`src/rtl/stflag_pkg.sv`:
```
`timescale 1ns/1ps
package stflag_pkg;
    localparam int FLAG_W    = 8;
    localparam int NUM_STAT  = 4;
    localparam int ADDR_W    = 4;
    localparam int SOP_BIT   = 2;   // start-of-packet flag inside status register 0
    localparam int SOP_REG   = 0;

    typedef enum logic {
        CLR_W1C     = 1'b0,
        CLR_ON_READ = 1'b1
    } clr_policy_e;

    typedef struct packed {
        logic wr_hit;
        logic rd_hit;
    } reg_access_t;

    function automatic bit holds_sop(input int idx);
        return idx == SOP_REG;
    endfunction
endpackage

```
`src/rtl/stflag_cell.sv`:
```
`timescale 1ns/1ps
module stflag_cell
    import stflag_pkg::*;
#(
    parameter int          W      = FLAG_W,
    parameter logic [W-1:0] EXEMPT = '0
) (
    input  logic        clk,
    input  logic        rst,
    input  logic [W-1:0] set_bits,
    input  reg_access_t  acc,
    input  clr_policy_e  policy,
    input  logic [W-1:0] wr_data,
    output logic [W-1:0] flags
);
    logic [W-1:0] wr_mask;
    logic [W-1:0] clr_wr;
    logic [W-1:0] clr_rd;
    logic [W-1:0] nxt;

    always_comb begin
        wr_mask = (policy == CLR_ON_READ) ? EXEMPT : '1;
        clr_wr  = acc.wr_hit ? (wr_data & wr_mask) : '0;
        clr_rd  = (acc.rd_hit && policy == CLR_ON_READ) ? (flags & ~EXEMPT) : '0;
        nxt     = (flags & ~(clr_wr | clr_rd)) | set_bits;
    end

    always_ff @(posedge clk) begin
        if (rst) flags <= '0;
        else     flags <= nxt;
    end
endmodule

```
`src/rtl/stflag_irq.sv`:
```
`timescale 1ns/1ps
module stflag_irq #(
    parameter int N = 4,
    parameter int W = 8
) (
    input  logic            clk,
    input  logic            rst,
    input  logic [N*W-1:0]  flags,
    input  logic [N*W-1:0]  enables,
    output logic            irq
);
    always_ff @(posedge clk) begin
        if (rst) irq <= 1'b0;
        else     irq <= |(flags & enables);
    end
endmodule

```
`src/rtl/stflag_bank.sv`:
```
`timescale 1ns/1ps
module stflag_bank
    import stflag_pkg::*;
#(
    parameter int W   = FLAG_W,
    parameter int N   = NUM_STAT,
    parameter int AW  = ADDR_W,
    parameter int SOP = SOP_BIT
) (
    input  logic          clk,
    input  logic          rst,
    input  logic [N*W-1:0] evt,
    input  logic          policy_sel,
    input  logic          wr_en,
    input  logic          rd_en,
    input  logic [AW-1:0] addr,
    input  logic [W-1:0]  wr_data,
    output logic [W-1:0]  rd_data,
    output logic          irq
);
    localparam int EN_BASE   = N;
    localparam int MODE_ADDR = 2 * N;

    clr_policy_e           mode_q;
    logic                  mode_bit;
    logic [N-1:0][W-1:0]   flag_q;
    logic [N-1:0][W-1:0]   en_q;
    logic [N*W-1:0]        flag_flat;
    logic [N*W-1:0]        en_flat;
    logic [W-1:0]          rd_mux;

    always_ff @(posedge clk) begin
        if (rst) mode_q <= CLR_W1C;
        else     mode_q <= clr_policy_e'(policy_sel);
    end
    assign mode_bit = mode_q;

    for (genvar g = 0; g < N; g++) begin : g_stat
        localparam logic [W-1:0] EXM = holds_sop(g) ? (W'(1) << SOP) : '0;
        reg_access_t acc;
        assign acc.wr_hit = wr_en && (addr == AW'(g));
        assign acc.rd_hit = rd_en && (addr == AW'(g));

        stflag_cell #(.W(W), .EXEMPT(EXM)) u_cell (
            .clk     (clk),
            .rst     (rst),
            .set_bits(evt[g*W +: W]),
            .acc     (acc),
            .policy  (mode_q),
            .wr_data (wr_data),
            .flags   (flag_q[g])
        );

        always_ff @(posedge clk) begin
            if (rst)                                       en_q[g] <= '0;
            else if (wr_en && addr == AW'(EN_BASE + g))    en_q[g] <= wr_data;
        end
    end

    assign flag_flat = flag_q;
    assign en_flat   = en_q;

    always_comb begin
        rd_mux = '0;
        for (int i = 0; i < N; i++) begin
            if (addr == AW'(i))           rd_mux = flag_q[i];
            if (addr == AW'(EN_BASE + i)) rd_mux = en_q[i];
        end
        if (addr == AW'(MODE_ADDR)) rd_mux = W'(mode_bit);
    end

    always_ff @(posedge clk) begin
        if (rst)        rd_data <= '0;
        else if (rd_en) rd_data <= rd_mux;
    end

    stflag_irq #(.N(N), .W(W)) u_irq (
        .clk    (clk),
        .rst    (rst),
        .flags  (flag_flat),
        .enables(en_flat),
        .irq    (irq)
    );
endmodule

```
`config.mk`:
```
export PLATFORM = sky130hd
export DESIGN_NAME = stflag_bank
export DESIGN_NICKNAME = d
export VERILOG_FILES = /design/src/rtl/stflag_pkg.sv /design/src/rtl/stflag_cell.sv /design/src/rtl/stflag_irq.sv /design/src/rtl/stflag_bank.sv
export SDC_FILE = /design/constraint.sdc
export NUM_CORES = 1
export LEC_CHECK = 0
export ABC_AREA = 1
export BUFFER_PORTS_ARGS = -buffer_cell sky130_fd_sc_hd__buf_2
export CAP_MARGIN = 20
export CORE_UTILIZATION = 40
export CTS_BUF_LIST = sky130_fd_sc_hd__clkbuf_2 sky130_fd_sc_hd__clkbuf_4 sky130_fd_sc_hd__clkbuf_8
export DETAILED_ROUTE_END_ITERATION = 10
export GPL_TIMING_DRIVEN = 1
export HOLD_SLACK_MARGIN = 0.02
export PLACE_DENSITY_LB_ADDON = 0.15
export SYNTH_ARGS = -nofsm -noshare
export SYNTH_HDL_FRONTEND = slang
export SYNTH_SLANG_ARGS = --single-unit
```
`constraint.sdc`:
```
create_clock -name clk -period 1.5 [get_ports clk]
set_input_delay 0 -clock clk [delete_from_list [all_inputs] [get_ports clk]]
set_output_delay 0 -clock clk [all_outputs]
set_load 0.05 [all_outputs]
```
### Word level (Yosys, flattened, before mapping)

Cells that the tools add are included.

* input port bits: 49
* output and inout port bits: 9
* word-level logic and storage cells: 75
* bits in registers: 74

* multiplexer cells: 19
* equality and inequality tests: 8
* bitwise logic cells: 19
* reductions and logical operators: 18

Operators with widths (number)
* $mux 8: 19
* $or 8x8->8: 8
* $and 8x8->8: 6
* $and 32x32->32: 1
* $not 8->8: 4
* $reduce_or 32->1: 1
* $eq 4x3->1 const B: 4
* $logic_and 1x1->1: 16
* $eq 4x2->1 const B: 2
* $eq 4x1->1 const B: 1
* $eq 4x4->1 const B: 1
* $logic_not 4->1: 1

### Logic depth before layout (Yosys ltp)

* word-level depth: 10
* mapped depth: 12
* gate-level depth less buffers: 10

### By module

A second synthesis with hierarchy kept.

* cell total of the unflattened synthesis: 620
* area, all modules: 4132.7 um2

By module, submodules not included
* stflag_bank: cells an instance 316, times used 1, sequential area each 820.8 um2, area each 2123.3 um2
* stflag_cell (g_stat[1].u_cell ...): cells an instance 61, times used 3, sequential area each 160.2 um2, area each 444.2 um2
* stflag_cell (g_stat[0].u_cell): cells an instance 57, times used 1, sequential area each 160.2 um2, area each 419.2 um2
* stflag_irq: cells an instance 64, times used 1, sequential area each 20.0 um2, area each 257.7 um2

### Least setup slack after synthesis

OpenSTA, ideal clock, no wires.

* path kind: reg2reg
* start point: register mode_q, in the netlist mode_bit
* end point: register g_stat[2].u_cell.flags[4]
* arrival time: 1.124 ns
* buffers on the path: 1
* path slack: 0.248 ns
* cell stages (with the launch flop): 7
* data required time: 1.372 ns
* cell sequence: dfxtp_1 -> clkbuf_1 -> nand2_1 -> inv_1 -> nand2_1 -> a31oi_1 -> nor2_1

* word-level cells in the longest chain between the ends: 7

Ends and longest elaborated chain
* start: declaration: RTL line stflag_bank.sv:24 `clr_policy_e mode_q;`
* start signal: assignment: RTL line stflag_bank.sv:34 `else mode_q <= clr_policy_e'(policy_sel);`
* $mux 8: RTL line stflag_cell.sv:22 `wr_mask = (policy == CLR_ON_READ) ? EXEMPT : '1;`
* $and 8x8->8: RTL line stflag_cell.sv:23 `clr_wr = acc.wr_hit ? (wr_data & wr_mask) : '0;`
* $mux 8: RTL line stflag_cell.sv:23
* $or 8x8->8 (*): RTL line stflag_cell.sv:25 `nxt = (flags & ~(clr_wr | clr_rd)) | set_bits;`
* $not 8->8 (*): RTL line stflag_cell.sv:25
* $and 8x8->8 (*): RTL line stflag_cell.sv:25
* $or 8x8->8 (*): RTL line stflag_cell.sv:25
* end signal: assignment: RTL line stflag_cell.sv:30 `else flags <= nxt;`
* end: declaration: RTL line stflag_cell.sv:14 `output logic [W-1:0] flags`

Every way passes the cells marked *; elsewhere a longest branch is shown, timed or not.
A chain may end at the register's enable or synchronous reset.

### Worst setup path in the final report

* start point: register mode_q, in the netlist mode_bit
* end point: register g_stat[1].u_cell.flags[7]

* word-level cells in the longest chain between the ends: 7

Ends and longest elaborated chain (RTL line)
* $mux 8: stflag_cell.sv:22
* $and 8x8->8: stflag_cell.sv:23
* $mux 8: stflag_cell.sv:23
* $or 8x8->8 (*): stflag_cell.sv:25
* $not 8->8 (*): stflag_cell.sv:25
* $and 8x8->8 (*): stflag_cell.sv:25
* $or 8x8->8 (*): stflag_cell.sv:25
* end signal: assignment: stflag_cell.sv:30
* end: declaration: stflag_cell.sv:14

Marked as above.

==> results.ini <==
[timing]
rsz0062_at_grt=no
slew_headroom_pct=68.0
tns_ns=0
fmax_mhz=749
drv_slew=0
setup_viol=0
fin_crit_ns=1.33
finClkSkew_ns=0.0107
hold_viol_final=0
tightest_slew_ns=0.475
post-route-period-util_pct=89.0

[yosys]
syn_area_per_cell_um2=7.01
synth_compound_area_share_pct=16.2
synthMuxAreaShare_pct=0
synth-xor-area-share_pct=0
syn_nets=554
synth-adder-area-share_pct=0
synth_area_mm2=0.00354
synth-simple-area-share_pct=35.6
yosysTopAreaCellShare_pct=41.9
synth.yosys.seq_area_share_pct=41.9
synth_top_area_cell=dfxtp_1
yosysUniqueCellTypes=29
ys_ff_latch=74
synth_warnings=0
synth_area_leaders=dfxtp_1 42%, nand2_1 16%, a21oi_1 7.1%
synth_top_family_by_area=simple AND/OR/NAND/NOR gates
syn_inst=505

[power_and_ir_drop]
seqPwrFrac_pct=44.1
p_per_area_mw_per_mm2=1040
swShare_pct=25.0
leakagePower_nw=1.88
pwr-share-comb_pct=12.5
pwr-share-clk_pct=43.3
power.switching_mw=1.21
ir_drop_uv=517
power.internal_mw=3.63
totalPowerFinal_mw=4.84

[routing]
routedWlPerCell_um=17.3
route.detailed.drc=0
totalWireLength_um=12500
ant_nets=0
drtIter0Drc=245
firstDrtPassIters=6
num_vias=3921
via_per_inst=5.45

[setup_path]
path_max_fanout=8
crit_required_ns=1.74
crit_chain=nand2_1 > inv_1 > nand3_2 > a31oi_1 > nor2_1
start_kind=flip-flop
critPathArrivalTime_ns=1.58
cp_slowest_cell=dfxtp_1
max_stage_delay_ns=0.41
critPathCaptureType=flip-flop
worstSetupPathType=reg2reg

[clock_tree]
clock-sinks=74
cts_setup_buffers=0
cts-root-buf=clkbuf_8
cts-buffers-inserted=9
clock_latency_ns=0.35
clock_path_buffers=2
htree_levels=3
clkTransAtPathRegs_ns=0.09
tritoncts=built

[status]
status=finished, final reports clean

[grt]
gr-total-overflow=0
grt_max_degree=75
grt_pass1_vias=3636
grt.total_usage_pct=28.6
antenna_found_initial=0
grt_first_pass_wirelength_um=19100

[placed_design]
dp_hpwl_um=9130
portBuffers=57
gp_congestion=0.954

[floorplanning]
initial_core_util_pct=42.2
ios=58
core_area_mm2=0.00838
die_h_um=96.1
row_count=33
dieWidth_um=96.1
die_area_mm2=0.00923

[finish]
antenna_cells=0
area_growth_pct=31.7
finalNetCount=659
drive_gt1_share_pct=18.0

[hold_path]
hold_class=in2reg

[job]
max_cap_viol_count=0

==> cells in the mapped netlist, drive strengths merged <==
cell / instances
a211oi: 7
a21oi: 50
a31oi: 30
buf: 10
clkbuf: 10
dfxtp: 74
inv: 30
nand2: 154
nand3: 37
nand4: 22
nor2: 63
nor3: 2
nor4: 1
o2111ai: 1
o211ai: 6
o21ai: 6
or2: 2
==> sequential cells by signal (all words and copies together), names as in the netlist <==
signal,cells
rd_data,8
en_flat,32
g_stat.u_cell.flags,32
u_irq.irq,1
mode_bit,1
==> power groups by stage <==
| stage | Sequential, mW | Clock, mW | Combinational, mW |
|---|---|---|---|
| after global routing | 2.14 | 2.20 | 0.658 |
| after global placement | 2.18 | 0 | 0.512 |
| after floorplan | 2.18 | 0 | 0.273 |
| after detailed placement | 2.18 | 0 | 0.515 |
| after CTS | 2.14 | 2.11 | 0.598 |
| final | 2.14 | 2.10 | 0.607 |
==> timing repair <==
item,in CTS,in global routing
resized for setup,0,1
hold buffers,41,0
hold endpoints to repair,59,0
endpoints found under the setup margin,0,1
==> cell families after synthesis <==
kind of cell / after synthesis
and+or+nand+nor: 281
AOI/OAI and AO/OA: 100
DFF: 74
buffers and inverters: 50
==> stage by stage <==
stage / instances / util (%) / area [um^2] / worst slack (ns) / hold slack [ns]
after floorplan: 505 / - / 3540 / 0.248 / 0.107
after global placement: 663 / 47.5 / 3980 / 0.133 / 0.201
after detailed placement: 663 / 47.5 / 3980 / 0.135 / 0.212
after CTS: 720 / 55.6 / 4660 / 0.159 / 0.0601
after global routing: 720 / 55.6 / 4660 / 0.0388 / 0.0849
final: 720 / 55.6 / 4660 / 0.166 / 0.0808
==> area by class of cell <==
cell class	instances	area [um^2]
Fill cell	811	3720
Multi-Input combinational cell	381	1840
Sequential cell	74	1480
Timing Repair Buffer	114	828
Clock buffer	11	145
Tap cell	105	131
Clock inverter	5	125
Inverter	30	115
==> worst paths after layout <==
kind	startpoint	slack, ns	cells after the start	end
worst max-delay path	mode_bit	0.17	5	g_stat[1].u_cell.flags[7]
worst min-delay path	wr_data[2]	0.08	3	en_flat[18]
worst max register to register	mode_bit	0.17	5	g_stat[1].u_cell.flags[7]
worst min register to register	rd_data[7]	0.46	2	rd_data[7]
==> critical path: cells and delay by family (launching register included) <==
| kind | cells | cell delay, ns |
|---|---|---|
| AO/OA/AOI/OAI | 1 | 0.24 |
| buffers and inverters | 1 | 0.18 |
| flip-flops | 1 | 0.41 |
| AND/OR/NAND/NOR | 3 | 0.39 |
==> layer usage <==
layer	wire length [um]	global-route usage (%)	vias up	part of all wire, %
met1	5320	37.3	1793	43
li1	-	-	1919	-
met4	229	9.45	0	1.8
met5	0	0	-	0
met2	5970	47.3	187	48
met3	962	5.45	22	7.7
==> cell usage in the layout, fill, tap and decap left out <==
cell and instances:
o21ai_0 4, dlygate4sd3_1 41, o21ai_1 2, nand2_4 1, a31oi_1 30, o2111ai_1 1, clkbuf_8 10, nor2_1 54
nor2_2 3, nor3_4 1, buf_4 15, dfxtp_1 74, clkinv_2 1, o211ai_1 6, nor4_1 1, nand3_1 35
nand2_1 149, a211oi_1 7, or2_2 2, nand2_2 4, buf_12 1, nor2_4 6, inv_1 28, inv_4 1
nor3_2 1, buf_2 57, nand3_2 2, inv_2 1, clkbuf_4 1, bufinv_16 4, nand4_1 22, a21oi_1 50
Power figures use the tool's default switching activity.
